--- config.mk ---
export PLATFORM = sky130hd
export DESIGN_NAME = pwm_soc_select
export DESIGN_NICKNAME = d
export VERILOG_FILES = /design/src/rtl/pwm_soc_pkg.sv /design/src/rtl/pwm_soc_ctrl_reg.sv /design/src/rtl/pwm_soc_evt_sel.sv /design/src/rtl/pwm_soc_select.sv
export SDC_FILE = /design/constraint.sdc
export NUM_CORES = 1
export LEC_CHECK = 0
export CORE_MARGIN = 2
export CORE_UTILIZATION = 43
export CTS_CLUSTER_SIZE = 20
export DETAILED_ROUTE_END_ITERATION = 10
export GPL_TIMING_DRIVEN = 0
export PLACE_DENSITY_LB_ADDON = 0.12
export SLEW_MARGIN = 20
export SYNTH_ARGS = -nofsm -noshare
export SYNTH_HDL_FRONTEND = slang
export SYNTH_SLANG_ARGS = --single-unit
--- constraint.sdc ---
create_clock -name clk -period 4.5 [get_ports clk]
set_input_delay 0.9 -clock clk [delete_from_list [all_inputs] [get_ports clk]]
set_output_delay 0.9 -clock clk [all_outputs]
set_load 0.05 [all_outputs]
--- src/rtl/pwm_soc_pkg.sv ---
package pwm_soc_pkg;
   localparam int REG_W = 16;
   localparam int N_CH  = 2;

   // channel index 0 is A, 1 is B
   localparam int EN_POS  [N_CH] = '{11, 15};
   localparam int SEL_LSB [N_CH] = '{8, 12};
   localparam int ALT_POS [N_CH] = '{4, 5};
   localparam int RSV_POS = 7;

   localparam logic [REG_W-1:0] WR_MASK = ~(REG_W'(1) << RSV_POS);

   typedef enum logic [2:0] {
      SRC_EXT    = 3'b000,
      SRC_ZERO   = 3'b001,
      SRC_PRD    = 3'b010,
      SRC_ZP     = 3'b011,
      SRC_X_UP   = 3'b100,
      SRC_X_DN   = 3'b101,
      SRC_Y_UP   = 3'b110,
      SRC_Y_DN   = 3'b111
   } soc_src_e;

   typedef struct packed {
      logic     en;
      soc_src_e src;
      logic     alt;
   } ch_cfg_t;
endpackage

--- src/rtl/pwm_soc_ctrl_reg.sv ---
module pwm_soc_ctrl_reg
   import pwm_soc_pkg::*;
#(
   parameter int W = REG_W,
   parameter logic [W-1:0] MASK = W'(WR_MASK)
) (
   input  logic         clk,
   input  logic         rst_n,
   input  logic         wr,
   input  logic [W-1:0] wdata,
   output logic [W-1:0] q
);
   if (W < 16) begin : g_chk_w
      $error("pwm_soc_ctrl_reg: W must hold all control fields");
   end

   always_ff @(posedge clk or negedge rst_n) begin
      if (!rst_n) begin
         q <= '0;
      end else if (wr) begin
         q <= wdata & MASK;
      end
   end
endmodule

--- src/rtl/pwm_soc_evt_sel.sv ---
module pwm_soc_evt_sel
   import pwm_soc_pkg::*;
#(
   parameter int CNT_W = 16
) (
   input  logic             clk,
   input  logic             rst_n,
   input  ch_cfg_t          cfg,
   input  logic [CNT_W-1:0] cnt,
   input  logic             cnt_down,
   input  logic [CNT_W-1:0] prd,
   input  logic [CNT_W-1:0] cmp_x,
   input  logic [CNT_W-1:0] cmp_y,
   input  logic [CNT_W-1:0] cmp_x_alt,
   input  logic [CNT_W-1:0] cmp_y_alt,
   input  logic             ext_evt,
   output logic             soc
);
   if (CNT_W < 2) begin : g_chk_cnt
      $error("pwm_soc_evt_sel: CNT_W must be at least 2");
   end

   logic [CNT_W-1:0] x_val, y_val;
   logic at_zero, at_prd, hit_x, hit_y;
   logic qual, qual_d;

   always_comb begin
      x_val   = cfg.alt ? cmp_x_alt : cmp_x;
      y_val   = cfg.alt ? cmp_y_alt : cmp_y;
      at_zero = (cnt == '0);
      at_prd  = (cnt == prd);
      hit_x   = (cnt == x_val);
      hit_y   = (cnt == y_val);
      unique case (cfg.src)
         SRC_EXT:  qual = ext_evt;
         SRC_ZERO: qual = at_zero;
         SRC_PRD:  qual = at_prd;
         SRC_ZP:   qual = at_zero | at_prd;
         SRC_X_UP: qual = hit_x & ~cnt_down;
         SRC_X_DN: qual = hit_x &  cnt_down;
         SRC_Y_UP: qual = hit_y & ~cnt_down;
         SRC_Y_DN: qual = hit_y &  cnt_down;
         default:  qual = 1'b0;
      endcase
   end

   // rising edge of the qualified condition gives one pulse
   always_ff @(posedge clk or negedge rst_n) begin
      if (!rst_n) begin
         qual_d <= 1'b0;
         soc    <= 1'b0;
      end else begin
         qual_d <= qual;
         soc    <= cfg.en & qual & ~qual_d;
      end
   end
endmodule

--- src/rtl/pwm_soc_select.sv ---
module pwm_soc_select
   import pwm_soc_pkg::*;
#(
   parameter int CNT_W = 16
) (
   input  logic             clk,
   input  logic             rst_n,
   input  logic [CNT_W-1:0] cnt,
   input  logic             cnt_down,
   input  logic [CNT_W-1:0] prd,
   input  logic [CNT_W-1:0] cmp_a,
   input  logic [CNT_W-1:0] cmp_b,
   input  logic [CNT_W-1:0] cmp_c,
   input  logic [CNT_W-1:0] cmp_d,
   input  logic             dc_evt_a,
   input  logic             dc_evt_b,
   input  logic             reg_wr,
   input  logic [15:0]      reg_wdata,
   output logic [15:0]      reg_rdata,
   output logic             soc_a,
   output logic             soc_b
);
   if (REG_W != 16) begin : g_chk_reg
      $error("pwm_soc_select: control word must be 16 bits");
   end

   logic [REG_W-1:0] ctrl;
   logic [N_CH-1:0]  soc_v;
   logic [N_CH-1:0]  ext_v;
   logic [CNT_W-1:0] cmp_x_v   [N_CH];
   logic [CNT_W-1:0] cmp_y_v   [N_CH];
   logic [CNT_W-1:0] cmp_xa_v  [N_CH];
   logic [CNT_W-1:0] cmp_ya_v  [N_CH];

   pwm_soc_ctrl_reg #(.W(REG_W)) u_reg (
      .clk   (clk),
      .rst_n (rst_n),
      .wr    (reg_wr),
      .wdata (reg_wdata),
      .q     (ctrl)
   );

   assign ext_v = {dc_evt_b, dc_evt_a};

   for (genvar g = 0; g < N_CH; g++) begin : g_ch
      ch_cfg_t cfg;
      assign cfg.en  = ctrl[EN_POS[g]];
      assign cfg.src = soc_src_e'(ctrl[SEL_LSB[g] +: 3]);
      assign cfg.alt = ctrl[ALT_POS[g]];

      // both channels see the same compare set
      assign cmp_x_v[g]  = cmp_a;
      assign cmp_y_v[g]  = cmp_b;
      assign cmp_xa_v[g] = cmp_c;
      assign cmp_ya_v[g] = cmp_d;

      pwm_soc_evt_sel #(.CNT_W(CNT_W)) u_sel (
         .clk       (clk),
         .rst_n     (rst_n),
         .cfg       (cfg),
         .cnt       (cnt),
         .cnt_down  (cnt_down),
         .prd       (prd),
         .cmp_x     (cmp_x_v[g]),
         .cmp_y     (cmp_y_v[g]),
         .cmp_x_alt (cmp_xa_v[g]),
         .cmp_y_alt (cmp_ya_v[g]),
         .ext_evt   (ext_v[g]),
         .soc       (soc_v[g])
      );
   end

   assign reg_rdata = ctrl;
   assign soc_a     = soc_v[0];
   assign soc_b     = soc_v[1];
endmodule

# Word level (Yosys, flattened, before mapping)
# Cells that the tools add are included.
# totals
out_inout_bits,18
reg_bits,19
word_cells,49
inputBits,118
# op_classes
reduce_logical,3
n_eq_ne,19
n_bitwise,16
muxes,6
# op_table
op,count
$eq 16x16->1,5
$mux 16,4
$eq 3x3->1 const B,8
$logic_not 16->1,1
$pmux 1 s8,2
$and 1x1->1,12
$eq 3x2->1 const B,4
$eq 3x1->1 const B,2
$logic_not 3->1,2
$not 1->1,3
$or 1x1->1,1

# Depth between registers and ports, before layout
# logic_depth
word_depth,6
depth_mapped,9
ltp_nobuf,6

# Modules after synthesis
# A second synthesis with hierarchy kept.
# unflattened
hier_cells,272
area_unflattened_um2,2703.8
# by_module_without_submodules
mod,seq_area_each_um2,area_per_inst_um2,cells_each,instances
pwm_soc_evt_sel,50.0,1039.7,119,2
pwm_soc_ctrl_reg,375.4,624.3,34,1

# Worst setup path before layout
# No wires, ideal clock.
# synth_timing
path_kind,input-to-reg
start,in cnt[9]
end,reg g_ch[1].u_sel.soc
t_required_ps,4423
setup_slack_ps,2161
path_buffers,1
arrival_time_ps,2262
stages,7
setup_ps,77
cell_sequence,clkbuf_1 -> xnor2_1 -> nand4_1 -> nor4_1 -> a21oi_1 -> or3b_1 -> a21oi_1
# synth_via
elab_chain_len,5
word_cells_on_any_way,12
classes_between,eq/ne: 3; mux: 1; bitwise: 7; reduce/logical: 1
# synth_lines
element,line_no,source
start: declaration,pwm_soc_select.sv:8,"input logic [CNT_W-1:0] cnt,"
$eq 16x16->1 (tied with other cells),pwm_soc_evt_sel.sv:33,hit_y = (cnt == y_val);
$and 1x1->1 (tied with other cells),pwm_soc_evt_sel.sv:42,SRC_Y_DN: qual = hit_y & cnt_down;
$pmux 1 s8 *,pwm_soc_evt_sel.sv:34,unique case (cfg.src)
$and 1x1->1 * (2 in a row),pwm_soc_evt_sel.sv:54,soc <= cfg.en & qual & ~qual_d;
end signal: assignment,pwm_soc_evt_sel.sv:54,
end: declaration,pwm_soc_evt_sel.sv:17,output logic soc
# Every way passes the cells marked *; elsewhere a longest branch is shown, timed or not.
# A chain may end at the register's enable or synchronous reset.

# Worst setup path in the final report
# layout_timing
start,in prd[14]
end,reg g_ch[1].u_sel.soc
# layout_via
elab_chain_len,5
# layout_lines
element,line_no,source
start: declaration,pwm_soc_select.sv:10,"input logic [CNT_W-1:0] prd,"
$eq 16x16->1 *,pwm_soc_evt_sel.sv:31,at_prd = (cnt == prd);
$or 1x1->1,pwm_soc_evt_sel.sv:38,SRC_ZP: qual = at_zero | at_prd;
$pmux 1 s8 *,pwm_soc_evt_sel.sv:34,
$and 1x1->1 * (2 in a row),pwm_soc_evt_sel.sv:54,
# Marks and branches as above.

==> impl.org <==
** Status
- The run finished with clean final reports.

** Timing
- Slew @ Worst Pin :: 0.859 ns
- Final Max Tran Viols :: 0
- After routing, the total negative slack on setup checks comes to 0 ns.
- Setup violations remaining at the end of the flow were counted as 0.
- Fmax :: 0.383 GHz
- Period utilisation layout :: 58.0%
- The number of hold violations in the final report is 0.
- On the final layout, the worst hold slack is 0.405 ns.
- Headroom to the max-slew limit came out at 42.5%.
- Tmin final :: 2.61 ns
- For the final database, setup skew stands at 0.00177 ns.
- Setup repair after global routing left no endpoint under its margin.

** Layout
- The count of cells in the finished layout, fillers not included, comes to 455.
- At the end of the flow the core is filled with cells to 68.4%.
- Most common cell after layout, fill and taps aside :: sky130_fd_sc_hd__clkdlybuf4s50_1
- The layout has 460 filler cells.
- Of the cells placed in the final design, the portion with a size suffix greater than 1 is 8.88%.
- In the layout the commonest cells are sky130_fd_sc_hd__clkdlybuf4s50_1, sky130_fd_sc_hd__mux2i_1, sky130_fd_sc_hd__xnor2_1.
- The final layout contains 502 nets.
- The repair_antennas step left the layout with diodes totalling 0.
- Relative to the synthesized area, the layout overhead comes to 52.1%.
- Area of all placed cells without fillers :: 3790 um2

** Drt
- DRC :: 0
- Vias after detailed routing :: 2,388
- Number of nets with antenna violations after detailed routing :: 0
- Average detailed-routed wire length per instance :: 17.1 um
- Drt initial violations :: 59
- WL final :: 7780 um
- Routed via count divided by cell count :: 5.25
- Pre-Repair DR Iteration Count :: 4

** Placed design
- Cell Count Post-Placement :: 451
- Total cell area at the placement stage :: 3740 um2
- In this run the tool buffered the top-level ports with 116 buffer cells.
- Total half-perimeter wirelength after legalization and detailed placement :: 6480 um
- At the end of routability-driven placement, the weighted congestion stood at 0.853.

** Global route
- Entering global routing, the biggest net connects 20 pins.
- Global routing finished with a remaining overflow of 0.
- The first global-routing pass estimated 11,700 um of wire.
- Number of antenna violations at the first check in global routing :: 0
- Global routing used 24.1% of the available tracks.
- The number of global-route vias before repair is 2,436.

** Yosys
- Net count after synthesis :: 381
- Sequential cells were found to cover 19.1% of the synthesized design area.
- After synthesis, the mean cell area works out to 9.47 um2.
- Unique cell type count in the Yosys netlist :: 30
- Netlist Area Pre-Place :: 2490 um2
- Warnings, synthesis :: 0
- Synthesis-stage register bit count :: 19
- Counting every instance in the synthesized netlist gives 263.

** Setup path
- Walking the worst path, the cells encountered are clkdlybuf4s50_1 > xnor2_1 > nand4_1 > nor4_1 > a21oi_1 > or3b_1 > a21oi_1.
- The critical path is of the input pin to flip-flop type.
- STA puts the critical path data required time at 4.69 ns.
- Along the worst path, the maximum fanout reaches 2.
- CP startpoint kind :: input pin
- The largest single stage delay on the critical path is 0.53 ns.
- The slowest stage of the critical path belongs to the cell sky130_fd_sc_hd__nor4_1.
- CP dominant cell by count :: sky130_fd_sc_hd__a21oi_1
- STA classifies the critical path endpoint as a flip-flop.
- Worst Path Arrival :: 2.80 ns

** Floorplan
- Once the floorplan was initialized, standard cells occupied 44.9% of the core.
- Placeable core region :: 5540 um2
- In this run the vertical extent of the chip is 80.1 um.
- 136 I/O pins were placed.
- The die covers 6420 um2.
- Die X :: 80.1 um
- After floorplanning, the core was divided into 27 placement rows.

** Clock tree
- CTS built an H-tree with a depth of 1.
- Clk_lat worst skew :: 0.26 ns
- Buffers inserted by post-CTS timing repair :: 0
- Counting the buffers created by CTS gives 3.
- CTS sink cnt :: 19
- No sink is reached through more buffers than the 2 on the longest clock path.
- TritonCTS built the clock tree.
- For this design, the CTS-stage hold fixing added 0 buffers.
- After clock tree synthesis, the clock-pin slew on the worst setup and hold paths is 0.07 ns.
- The root buffer cell chosen for the clock tree is sky130_fd_sc_hd__clkbuf_8.
- Number of resized instances in the post-cts repair step :: 0

** Power and ir drop
- Leakage power of the design :: 1.52 nW
- Worst VDD drop :: 0.138 mV
- Pwr Density :: 205 nW/um2

** Job
- Max-capacitance violation count :: 0

** Min path
- The worst hold path belongs to the class flip-flop to flip-flop.
final cells by class:
cell class / instances / area (um2) / share of cell area [%]
multi-input combinational: 215 / 1830 / 48.4
sequential: 19 / 475 / 12.6
timing repair buffer: 116 / 1160 / 30.7
buffer: 27 / 173 / 4.56
tap: 72 / 90.1 / 2.38
inverter: 2 / 7.51 / 0.198
clock buffer: 3 / 41.3 / 1.09
clock inverter: 1 / 5.00 / 0.132
final timing paths:
kind	cells past startpoint	slack, ns	startpoint	to
max	7	1.89	prd[14]	g_ch[1].u_sel.soc
min	1	0.40	g_ch[0].u_sel.qual_d	g_ch[0].u_sel.soc
max reg2reg	7	2.33	u_reg.q[4]	g_ch[0].u_sel.soc
min reg2reg	1	0.40	g_ch[0].u_sel.qual_d	g_ch[0].u_sel.soc
max in group asynchronous	1	2.85	rst_n	u_reg.q[12]
min in group asynchronous	1	1.12	rst_n	u_reg.q[1]
logic make-up after synthesis:
kind of cell	share of synthesized area (%)
xor gates and xnor gates	28.8
muxes	31.6
AOI/OAI and AO/OA	2.66
buffers and inverters	7.24
and+or+nand+nor	10.4
DFF	19.1
other	0.151
metrics by stage:
step           power, mW  setup slack, ns
5_1_grt            0.818             1.82
6_report           0.775             1.89
3_3_place_gp       0.648             1.61
4_1_cts            0.779             1.87
3_5_place_dp       0.654             1.59
2_1_floorplan      0.484             2.16
worst max-delay path, delay by kind of cell:
family	cells	cell delay, ns
AND/OR/NAND/NOR	3	1.03
buffers and inverters	1	0.47
AO/OA/AOI/OAI	2	0.28
XOR/XNOR	1	0.12
power breakdown:
part / internal, mW / switching, mW
sequential: 0.186 / 0.0128
clock: 0.0617 / 0.0613
combinational: 0.237 / 0.216
total: 0.485 / 0.290
registers in the layout, summed over array words and instances, names as in the netlist:
register and cells:
g_ch.u_sel.qual_d 2, g_ch.u_sel.soc 2, u_reg.q 15
layer usage:
metal  vias up  track usage, %  wire, um
met5         -               0         0
met4         0            5.25       134
met3        12            4.38       423
met2        86            44.3      3950
met1      1125            29.0      3280
li1       1165               -         -
cells in the mapped netlist:
cell | n | share of area (%)
sky130_fd_sc_hd__mux2i_1 | 64 | 26
sky130_fd_sc_hd__xnor2_1 | 60 | 21
sky130_fd_sc_hd__xor2_1 | 22 | 7.7
sky130_fd_sc_hd__dfrtp_1 | 19 | 19
sky130_fd_sc_hd__nor4_1 | 14 | 3.5
sky130_fd_sc_hd__mux2_2 | 13 | 5.9
sky130_fd_sc_hd__nand4_1 | 11 | 2.8
sky130_fd_sc_hd__buf_2 | 10 | 2.0
sky130_fd_sc_hd__clkbuf_1 | 8 | 1.2
sky130_fd_sc_hd__nand2_1 | 6 | 0.90
sky130_fd_sc_hd__nor3_1 | 4 | 0.80
sky130_fd_sc_hd__a21oi_1 | 3 | 0.60
sky130_fd_sc_hd__buf_4 | 3 | 0.90
sky130_fd_sc_hd__nand3_1 | 3 | 0.60
sky130_fd_sc_hd__nor2_1 | 3 | 0.45
sky130_fd_sc_hd__buf_1 | 2 | 0.30
sky130_fd_sc_hd__buf_12 | 2 | 1.6
sky130_fd_sc_hd__buf_6 | 2 | 0.90
sky130_fd_sc_hd__inv_1 | 2 | 0.30
sky130_fd_sc_hd__o21ai_0 | 2 | 0.40
sky130_fd_sc_hd__a21o_1 | 1 | 0.30
sky130_fd_sc_hd__a221o_1 | 1 | 0.40
sky130_fd_sc_hd__a22oi_1 | 1 | 0.30
sky130_fd_sc_hd__a311oi_1 | 1 | 0.35
sky130_fd_sc_hd__and4_1 | 1 | 0.35
sky130_fd_sc_hd__conb_1 | 1 | 0.15
sky130_fd_sc_hd__nand4b_1 | 1 | 0.35
sky130_fd_sc_hd__o21a_1 | 1 | 0.30
sky130_fd_sc_hd__or3b_1 | 1 | 0.35
sky130_fd_sc_hd__or4_1 | 1 | 0.30
Power figures use the tool's default switching activity.
